$ cat config.mk
export PLATFORM = sky130hd
export DESIGN_NAME = cptr_regfile
export DESIGN_NICKNAME = d
export VERILOG_FILES = /design/src/rtl/cptr_pkg.sv /design/src/rtl/cptr_decode.sv /design/src/rtl/cptr_step.sv /design/src/rtl/cptr_bank.sv /design/src/rtl/cptr_regfile.sv
export SDC_FILE = /design/constraint.sdc
export NUM_CORES = 1
export LEC_CHECK = 0
export ABC_AREA = 1
export BUFFER_PORTS_ARGS = -buffer_cell sky130_fd_sc_hd__buf_2
export CORE_UTILIZATION = 34
export DETAILED_ROUTE_END_ITERATION = 7
export GPL_TIMING_DRIVEN = 1
export PLACE_DENSITY = 0.55
export SETUP_SLACK_MARGIN = 0.1
export SYNTH_ARGS = -nofsm -noshare
export SYNTH_HDL_FRONTEND = slang
export SYNTH_HIERARCHICAL = 1
export SYNTH_SLANG_ARGS = --single-unit
$ cat constraint.sdc
create_clock -name clk -period 4.3 [get_ports clk]
set_input_delay 0.645 -clock clk [delete_from_list [all_inputs] [get_ports clk]]
set_output_delay 0.645 -clock clk [all_outputs]
set_load 0.02 [all_outputs]
$ cat src/rtl/cptr_pkg.sv
package cptr_pkg;

    localparam logic [4:0] OP_ACC_LOAD  = 5'b00000;
    localparam logic [4:0] OP_ACC_STORE = 5'b00001;
    localparam logic [4:0] OP_ADV_LOAD  = 5'b00100;
    localparam logic [4:0] OP_ADV_STORE = 5'b00101;
    localparam logic [4:0] OP_RET_LOAD  = 5'b00110;
    localparam logic [4:0] OP_RET_STORE = 5'b00111;
    localparam logic [4:0] OP_SET_LIM   = 5'b11000;
    localparam logic [4:0] OP_SET_STR   = 5'b11001;
    localparam logic [4:0] OP_SET_PTR   = 5'b11010;
    localparam logic [4:0] OP_GET_LIM   = 5'b11100;
    localparam logic [4:0] OP_GET_STR   = 5'b11101;
    localparam logic [4:0] OP_GET_PTR   = 5'b11110;

    typedef enum logic [1:0] {
        FLD_LIM = 2'd0,
        FLD_STR = 2'd1,
        FLD_PTR = 2'd2
    } fld_e;

    typedef enum logic [1:0] {
        STEP_NONE = 2'd0,
        STEP_ADV  = 2'd1,
        STEP_RET  = 2'd2
    } step_e;

    typedef struct packed {
        logic  access;
        logic  mem_wr;
        step_e step;
        logic  fld_wr;
        logic  fld_rd;
        fld_e  fld;
        logic  illegal;
    } ctl_t;

endpackage

$ cat src/rtl/cptr_decode.sv
module cptr_decode
    import cptr_pkg::*;
#(
    parameter int TW = 2
) (
    input  logic          op_valid,
    input  logic [4:0]    opcode,
    input  logic [TW-1:0] type_field,
    output ctl_t          ctl
);

    logic type_zero;
    logic field_op;

    assign type_zero = (type_field == '0);
    assign field_op  = (opcode[4:3] == 2'b11);

    always_comb begin
        ctl = '0;
        if (op_valid) begin
            unique case (opcode)
                OP_ACC_LOAD, OP_ACC_STORE: begin
                    ctl.access = 1'b1;
                    ctl.mem_wr = opcode[0];
                end
                OP_ADV_LOAD, OP_ADV_STORE: begin
                    ctl.access = 1'b1;
                    ctl.mem_wr = opcode[0];
                    ctl.step   = STEP_ADV;
                end
                OP_RET_LOAD, OP_RET_STORE: begin
                    ctl.access = 1'b1;
                    ctl.mem_wr = opcode[0];
                    ctl.step   = STEP_RET;
                end
                OP_SET_LIM: begin
                    ctl.fld_wr = 1'b1;
                    ctl.fld    = FLD_LIM;
                end
                OP_SET_STR: begin
                    ctl.fld_wr = 1'b1;
                    ctl.fld    = FLD_STR;
                end
                OP_SET_PTR: begin
                    ctl.fld_wr = 1'b1;
                    ctl.fld    = FLD_PTR;
                end
                OP_GET_LIM: begin
                    ctl.fld_rd = 1'b1;
                    ctl.fld    = FLD_LIM;
                end
                OP_GET_STR: begin
                    ctl.fld_rd = 1'b1;
                    ctl.fld    = FLD_STR;
                end
                OP_GET_PTR: begin
                    ctl.fld_rd = 1'b1;
                    ctl.fld    = FLD_PTR;
                end
                default: begin
                    ctl.illegal = 1'b1;
                end
            endcase
            // a field operation with a nonzero type is rejected whole
            if (field_op && !type_zero) begin
                ctl = '0;
                ctl.illegal = 1'b1;
            end
        end
    end

endmodule

$ cat src/rtl/cptr_step.sv
module cptr_step
    import cptr_pkg::*;
#(
    parameter int AW         = 32,
    parameter bit SIGNED_CMP = 1'b0
) (
    input  step_e         dir,
    input  logic [AW-1:0] ptr,
    input  logic [AW-1:0] stride,
    input  logic [AW-1:0] limit,
    output logic [AW-1:0] nxt,
    output logic          hit
);

    logic ge_lim;
    logic le_lim;

    always_comb begin
        unique case (dir)
            STEP_ADV: nxt = ptr + stride;
            STEP_RET: nxt = ptr - stride;
            default:  nxt = ptr;
        endcase
    end

    generate
        if (SIGNED_CMP) begin : g_signed
            assign ge_lim = ($signed(nxt) >= $signed(limit));
            assign le_lim = ($signed(nxt) <= $signed(limit));
        end else begin : g_unsigned
            assign ge_lim = (nxt >= limit);
            assign le_lim = (nxt <= limit);
        end
    endgenerate

    always_comb begin
        unique case (dir)
            STEP_ADV: hit = ge_lim;
            STEP_RET: hit = le_lim;
            default:  hit = 1'b0;
        endcase
    end

endmodule

$ cat src/rtl/cptr_bank.sv
module cptr_bank
    import cptr_pkg::*;
#(
    parameter int NREG = 8,
    parameter int AW   = 32,
    localparam int SW  = (NREG > 1) ? $clog2(NREG) : 1
) (
    input  logic          clk,
    input  logic          rst_n,
    input  ctl_t          ctl,
    input  logic [SW-1:0] sel,
    input  logic [AW-1:0] wdata,
    input  logic [AW-1:0] step_nxt,
    input  logic          step_hit,
    output logic [AW-1:0] cur_ptr,
    output logic [AW-1:0] cur_str,
    output logic [AW-1:0] cur_lim,
    output logic          lim_hit
);

    typedef struct packed {
        logic [NREG-1:0][AW-1:0] lim;
        logic [NREG-1:0][AW-1:0] str;
        logic [NREG-1:0][AW-1:0] ptr;
        logic                    hit;
    } st_t;

    st_t st_d;
    st_t st_q;

    logic [NREG-1:0] hot;

    genvar g;
    generate
        for (g = 0; g < NREG; g++) begin : g_hot
            assign hot[g] = (sel == SW'(g));
        end
    endgenerate

    assign cur_ptr = st_q.ptr[sel];
    assign cur_str = st_q.str[sel];
    assign cur_lim = st_q.lim[sel];
    assign lim_hit = st_q.hit;

    always_comb begin
        st_d = st_q;
        for (int i = 0; i < NREG; i++) begin
            if (hot[i]) begin
                if (ctl.fld_wr) begin
                    unique case (ctl.fld)
                        FLD_LIM: st_d.lim[i] = wdata;
                        FLD_STR: st_d.str[i] = wdata;
                        FLD_PTR: st_d.ptr[i] = wdata;
                        default: ;
                    endcase
                end
                if (ctl.step != STEP_NONE) begin
                    st_d.ptr[i] = step_nxt;
                end
            end
        end
        if (ctl.step != STEP_NONE) begin
            st_d.hit = step_hit;
        end
    end

    always_ff @(posedge clk or negedge rst_n) begin
        if (!rst_n) begin
            st_q <= '0;
        end else begin
            st_q <= st_d;
        end
    end

endmodule

$ cat src/rtl/cptr_regfile.sv
module cptr_regfile
    import cptr_pkg::*;
#(
    parameter int NREG       = 8,
    parameter int AW         = 32,
    parameter int TW         = 2,
    parameter bit SIGNED_CMP = 1'b0,
    localparam int SW        = (NREG > 1) ? $clog2(NREG) : 1
) (
    input  logic          clk,
    input  logic          rst_n,
    input  logic          op_valid,
    input  logic [4:0]    opcode,
    input  logic [TW-1:0] type_field,
    input  logic [SW-1:0] reg_sel,
    input  logic [AW-1:0] wdata,
    output logic          mem_req,
    output logic          mem_we,
    output logic [AW-1:0] mem_addr,
    output logic          rd_valid,
    output logic [AW-1:0] rd_data,
    output logic          illegal,
    output logic          lim_hit
);

    ctl_t          ctl;
    logic [AW-1:0] cur_ptr;
    logic [AW-1:0] cur_str;
    logic [AW-1:0] cur_lim;
    logic [AW-1:0] step_nxt;
    logic          step_hit;

    cptr_decode #(.TW(TW)) u_decode (
        .op_valid   (op_valid),
        .opcode     (opcode),
        .type_field (type_field),
        .ctl        (ctl)
    );

    cptr_bank #(.NREG(NREG), .AW(AW)) u_bank (
        .clk      (clk),
        .rst_n    (rst_n),
        .ctl      (ctl),
        .sel      (reg_sel),
        .wdata    (wdata),
        .step_nxt (step_nxt),
        .step_hit (step_hit),
        .cur_ptr  (cur_ptr),
        .cur_str  (cur_str),
        .cur_lim  (cur_lim),
        .lim_hit  (lim_hit)
    );

    cptr_step #(.AW(AW), .SIGNED_CMP(SIGNED_CMP)) u_step (
        .dir    (ctl.step),
        .ptr    (cur_ptr),
        .stride (cur_str),
        .limit  (cur_lim),
        .nxt    (step_nxt),
        .hit    (step_hit)
    );

    assign mem_req  = ctl.access;
    assign mem_we   = ctl.access & ctl.mem_wr;
    assign mem_addr = ctl.access ? cur_ptr : '0;
    assign rd_valid = ctl.fld_rd;
    assign illegal  = ctl.illegal;

    always_comb begin
        rd_data = '0;
        if (ctl.fld_rd) begin
            unique case (ctl.fld)
                FLD_LIM: rd_data = cur_lim;
                FLD_STR: rd_data = cur_str;
                FLD_PTR: rd_data = cur_ptr;
                default: rd_data = '0;
            endcase
        end
    end

endmodule

* Word level (Yosys, flattened, before mapping)
Cells that the tools add are included.
Cells by class: mux-type cells 22, equal/unequal tests 23, multipliers 0, divide/modulo/power cells 0, add/subtract/negate cells 2, bitwise gates (word level) 1, $lt $le $gt $ge 3, shifts and indexed selects 0, reduce and logical (&&, ||, !) cells 41
Operators with widths (number):
- 32-bit binary-select mux with 3-bit select | 3
- 32-bit two-way mux | 8
- 32-bit one-hot mux with 3 select lines | 1
- 3-bit AND reduction | 24
- 32-bit one-hot mux with 2 select lines | 1
- 32-bit adder | 1
- 32-bit >= comparator | 1
- 32-bit <= comparator | 1
- 32-bit subtractor | 1
- 5-bit equality test (second input constant) | 6
- 5-bit by 3-bit equality test with 1-bit output (second input constant) | 4
- 9-bit two-way mux | 2
- 3-bit equality test (second input constant) | 4
- 12-bit OR reduction | 1
- 2-bit one-hot mux with 2 select lines | 2
- 2-bit OR reduction | 4
- 2-bit equality test (second input constant) | 3
- 3-bit by 2-bit equality test with 1-bit output (second input constant) | 2
- 2-bit nonzero test | 3
- 3-bit OR reduction | 2
- 6-bit OR reduction | 1
- 5-bit by 1-bit equality test with 1-bit output (second input constant) | 1
- 5-bit logical NOT | 1
- 2-bit by 1-bit equality test with 1-bit output (second input constant) | 2
- 10 further kinds | 13
Word-level totals: output and inout bits 69, flip-flop bits (word level) 769, bits in latches 0, word-level logic and storage cells 117, bits of input ports 45, memories kept 0, memory bits (read-only) 0, bits in writable memories 0

* Logic depth before layout (Yosys ltp)
depth in word-level cells 9, mapped depth 46, mapped depth without buffers 43

* Hierarchy
The synthesis kept the hierarchy.
By module, submodules not included:
- cptr_bank | times used 1, sequential area each 19243.5 um^2, area an instance 38279.2 um^2, cells each 5552
- cptr_step | times used 1, sequential area each 0.0 um^2, area an instance 4262.8 um^2, cells each 820
- cptr_regfile | times used 1, sequential area each 0.0 um^2, area an instance 1277.5 um^2, cells each 285
- cptr_decode | times used 1, sequential area each 0.0 um^2, area an instance 165.2 um^2, cells each 34

* Worst setup path after synthesis
Ideal clock, no wire load.
path type input port to flip-flop, start point input reg_sel[1], end point register u_bank.st_q, in the netlist u_bank/lim_hit, data required time 4.234 ns, path slack -0.681 ns, data arrival time 4.916 ns, stages on the path 40, setup time 0.066 ns, buffers on the path 3, cells stage by stage buf_2 -> inv_2 -> clkbuf_1 -> clkbuf_1 -> nand2_1 -> nand2_1 -> nand2_1 -> nand2_1 -> inv_1 -> ha_1 -> nand3_4 -> inv_1 -> nand2_1 -> nor2_1 -> nand4_1 -> nor2_1 -> o21ai_0 -> xnor2_1 -> [... 4 more ...] -> inv_1 -> nor2_1 -> nor2_1 -> nand2_1 -> nand2_1 -> nand2_1 -> a21oi_2 -> ha_1 -> a21oi_1 -> o21a_1 -> nand2_1 -> a21oi_1 -> nand2_1 -> nand2_1 -> nand2_1 -> a21oi_1 -> o21ai_0 -> nand2_1
On the way: cells in the longest elaborated chain, start to end 6, elaborated cells on any way between the ends 12, classes of those cells add/sub: 2; order compare: 2; mux: 8
Ends and longest elaborated chain:
- start: declaration | line cptr_regfile.sv:15 | input logic [SW-1:0] reg_sel,
- 32-bit binary-select mux with 3-bit select (*) | line cptr_bank.sv:41 | assign cur_str = st_q.str[sel];
- 32-bit two-way mux (not written as such) (*) | line cptr_bank.sv:41
- via cur_str[0] | line cptr_regfile.sv:28 | logic [AW-1:0] cur_str;
- 32-bit subtractor / 32-bit adder (equally long branches) | line cptr_step.sv:21, cptr_step.sv:20
- 32-bit one-hot mux with 2 select lines (*) | line cptr_step.sv:19 | unique case (dir)
- via step_nxt[31] | line cptr_regfile.sv:30 | logic [AW-1:0] step_nxt;
- 32-bit <= comparator / 32-bit >= comparator (equally long branches) | line cptr_step.sv:32, cptr_step.sv:31
- 1-bit one-hot mux with 2 select lines (*) | line cptr_step.sv:37 | unique case (dir)
- via step_hit | line cptr_regfile.sv:31 | logic step_hit;
- end signal: assignment | line cptr_bank.sv:71 | st_q <= st_d;
- end: declaration | line cptr_bank.sv:29 | st_t st_q;
The timed path passes the listed nets; every way through them passes the cells marked *. The select of a mux whose other input is x is not followed. A chain may end at the register's enable or synchronous reset.

* Worst setup path after layout
start point register u_bank/st_q[481] in the netlist's numbering, end point register u_bank.st_q, in the netlist u_bank/lim_hit
On the way: cells in the longest elaborated chain, start to end 6, elaborated cells on any way between the ends 8, classes of those cells add/sub: 2; order compare: 2; mux: 4
Ends and longest elaborated chain (line):
- 32-bit binary-select mux with 3-bit select (*) | cptr_bank.sv:41
- 32-bit two-way mux (not written as such) (*) | cptr_bank.sv:41
- via cur_str[0] | cptr_regfile.sv:28
- 32-bit subtractor / 32-bit adder (equally long branches) | cptr_step.sv:21, cptr_step.sv:20
- 32-bit one-hot mux with 2 select lines (*) | cptr_step.sv:19
- via step_nxt[29] | cptr_regfile.sv:30
- 32-bit <= comparator / 32-bit >= comparator (equally long branches) | cptr_step.sv:32, cptr_step.sv:31
- 1-bit one-hot mux with 2 select lines (*) | cptr_step.sv:37
- via step_hit | cptr_regfile.sv:31
Marked as above.

==> summary.md <==
| Metric | Value |
|---|---|
| Status | finished, violations left |
| Violated checks | setup timing |
| Initial Util | 34.4% |
| Vias | 44600 |
| Initial antenna violation count | 6 |
| Max-cap violations | 0 |
| FF+latch area | 19200 um^2 |
| Crit path buffers/inverters | 3 |
| Die footprint | 131000 um^2 |
| DRT Pass-1 Iters | 6 |
| Commonest non-fill, non-tap cell in the layout | nand2_1 |
| Clock tree buffer depth | 3 |
| Post-synth top area cell | dfrtp_1 |
| DP Worst Slack | -1.32 ns |
| Setup ws final | -0.490 ns |
| First-pass GRT wire length | 272000 um |
| Layout area overhead | 22.3% |
| Final period utilization | 111% |
| Worst setup EP type | flop |
| Yosys reg bits | 769 |
| Layout cell share with drive strength beyond 1 | 14.3% |
| Syn Area/Cell | 6.57 um^2 |
| Num CTS Buffers | 93 |
| Final core occ | 42.0% |
| Placeable Area | 128000 um^2 |
| Setup Skew | 0.0397 ns |
| Met1 usage | 37.6% |
| CTS Sinks | 769 |
| CTS tree | built |
| GR peak layer | met2 |
| 1st-iter DRT viols | 4443 |
| Net Count, Synth | 6803 |
| Final setup fails | 1 |
| CP most frequent cell | nand2_1 |
| Crit path depth | 38 |
| YS warnings | 6 |
| Synth top area share | 43.8% |
| Worst skew pair latency | 0.72 ns |
| CP Launch Type | flop |
| Setup CP Type | reg -> reg |
| Fillers | 13500 |
| Post-route DRC | 0 |
| H-tree depth | 3 |
| Data arrival, critical path | 5.42 ns |
| Pwr Density | 407 nW/um^2 |
| Design Area, Final | 53800 um^2 |
| Worst R2R Start | u_bank/st_q[481] |
| Routability cong. | 0.945 |
| Measured slew at the worst slew-check pin | 1.08 ns |
| Most frequent cells in the layout | nand2_1 (4047), dfrtp_1 (769), buf_4 (417) |
| CP endpoint | u_bank/lim_hit |
| Post-Syn Instances | 6691 |
| Worst-path fanout max | 4 |
| Slew Limit Fails | 0 |
| Max transition margin | 27.7% |
| RSZ-0062 raised after global routing | yes |
| IO Port Bufs | 113 |
| Multi-input gate area | 22900 um^2 |
| Placed inst area | 49500 um^2 |
| Largest net degree at the start of global routing | 140 |
| CP delay by family, top | simple AND/OR/NAND/NOR gates |
| Leakage | 30.9 nW |
| Final count of hold timing violations | 0 |
| Grt met3 use | 4.04% |
| Worst reg2reg path endpoint | u_bank/lim_hit |
| Routed len/inst | 20.6 um |
| Worst hold margin | 0.325 ns |
| Max Freq | 209 MHz |
| Cell Rows | 131 |
| Worst path required time | 4.93 ns |
| Post-Syn Area | 44000 um^2 |
| Top cells by area, synth | dfrtp_1 (44%), nand2_1 (35%), nand3_1 (4.8%), inv_1 (2.2%), nand4_1 (2.0%) |
| Die Ht | 362 um |
| DR vias/cell | 5.10 |
| CTS Root Cell | clkbuf_16 |
| Worst path max stage delay | 0.39 ns |
| Worst min path class | in -> reg |
| Total Wirelength | 181000 um |
| Min Tclk post-route | 4.79 ns |
| Cell depth of the worst flop-to-flop path | 38 |
| Met2 GRT Util | 43.5% |
| Nets@finish | 7073 |
| Peak VDD IR | 0.322 mV |
| Worst path slowest cell | dfrtp_1 |
| Gr usage total | 27.2% |
| Count of different cell masters after synthesis | 42 |
| Die Span X | 362 um |
| CTS clock-pin slew for the worst setup and hold paths | 0.07 ns |
| Gr ovfl total | 0 |
| Post-route ant nets | 0 |
| Detailed placement HPWL | 115000 um |
| Crit path from | u_bank/st_q[481] |
| I/O pin count | 114 |
| Vias in the first global route | 42700 |
| R2R Setup Slk | -0.49 ns |
| Sequential area share after synthesis | 43.8% |
[Yosys cell counts, drive strengths merged]
cell type,count
and3,1
o21bai,6
dfrtp,769
a21oi,55
clkinv,1
o22ai,3
inv,266
nand2,4104
o21a,2
o21ai,201
a21o,3
a31oi,3
mux2i,2
ha,66
o31ai,1
nand3,432
nand4,143
or2,4
nor2,138
xor2,23
fa,1
nand3b,4
clkbuf,238
xnor2,12
buf,194
nor3,18
o211ai,1
[flip-flops by register name, indices dropped and copies added, names as in the netlist]
register,cells
u_bank/st_q,768
u_bank/lim_hit,1
[report_power, final]
part	internal [W]	switching (W)
registers	0.00782	0.000317
logic	0.00207	0.00336
clock network	0.00494	0.00337
[per-layer routing]
layer	share of wire, %	wire, um
met1	44	79700
met4	2.8	5150
met2	46	82300
met5	0.012	22
met3	7.4	13400
[cell families (layout without fill, tap and decap cells)]
kind of cell / after synthesis / count (layout) / share of synthesized area (%)
compound gates: 275 / 275 / 3.26
xor+xnor: 35 / 35 / 0.697
fa+ha+maj: 67 / 67 / 1.92
buf+inv: 699 / 1036 / 6.46
flops: 769 / 769 / 43.8
mux: 2 / 2 / 0.0455
other cells: 0 / 2 / 0
simple gates: 4844 / 4844 / 43.9
[repair_timing]
| action | 4_1_cts | 5_1_grt |
|---|---|---|
| hold buffers | 1 | 0 |
| gates resized for setup | 39 | 169 |
| setup endpoints to repair | 20 | 154 |
| gates cloned | 1 | 3 |
| pin swaps | 13 | 78 |
| hold endpoints to repair | 27 | 0 |
| setup buffers | 3 | 16 |
[metrics by stage]
| stage | cells | total power [W] | setup TNS, ns |
|---|---|---|---|
| detailed placement | 8571 | 0.0131 | -77.09 |
| finish | 8759 | 0.0219 | -0.490 |
| CTS | 8738 | 0.0215 | -0.429 |
| global placement | 8571 | 0.0131 | -73.35 |
| floorplan | 6691 | 0.0109 | -0.336 |
| global route | 8759 | 0.0229 | -2.20 |
[worst min path at each step]
stage	from	endpoint	slack (ns)	depth (start not counted)
2_1_floorplan	rst_n	u_bank/lim_hit	0.35	0
3_3_place_gp	u_bank/st_q[679]	u_bank/st_q[679]	0.45	2
3_5_place_dp	u_bank/st_q[331]	u_bank/st_q[331]	0.46	2
4_1_cts	wdata[2]	u_bank/st_q[387]	0.28	3
5_1_grt	wdata[31]	u_bank/st_q[736]	0.33	3
6_report	wdata[2]	u_bank/st_q[451]	0.32	3
[layout make-up]
| cell class | count | area share (%) |
|---|---|---|
| Multi-Input combinational cell | 5223 | 42.6 |
| Sequential cell | 769 | 35.8 |
| Timing Repair Buffer | 607 | 9.83 |
| Clock buffer | 125 | 4.79 |
| Tap cell | 1729 | 4.02 |
| Inverter | 267 | 1.91 |
| Clock inverter | 37 | 1.11 |
| Antenna cell | 2 | 0.00930 |
[worst reg2reg max path, delay by kind of cell (launching register included)]
family | cells | cell delay [ns]
adders and majority gates | 3 | 0.73
AOI/OAI and AO/OA | 8 | 1.11
xor gates and xnor gates | 1 | 0.23
buffers and inverters | 3 | 0.30
DFF | 1 | 0.39
and+or+nand+nor | 23 | 1.98
(Power assumes the default switching activity.)
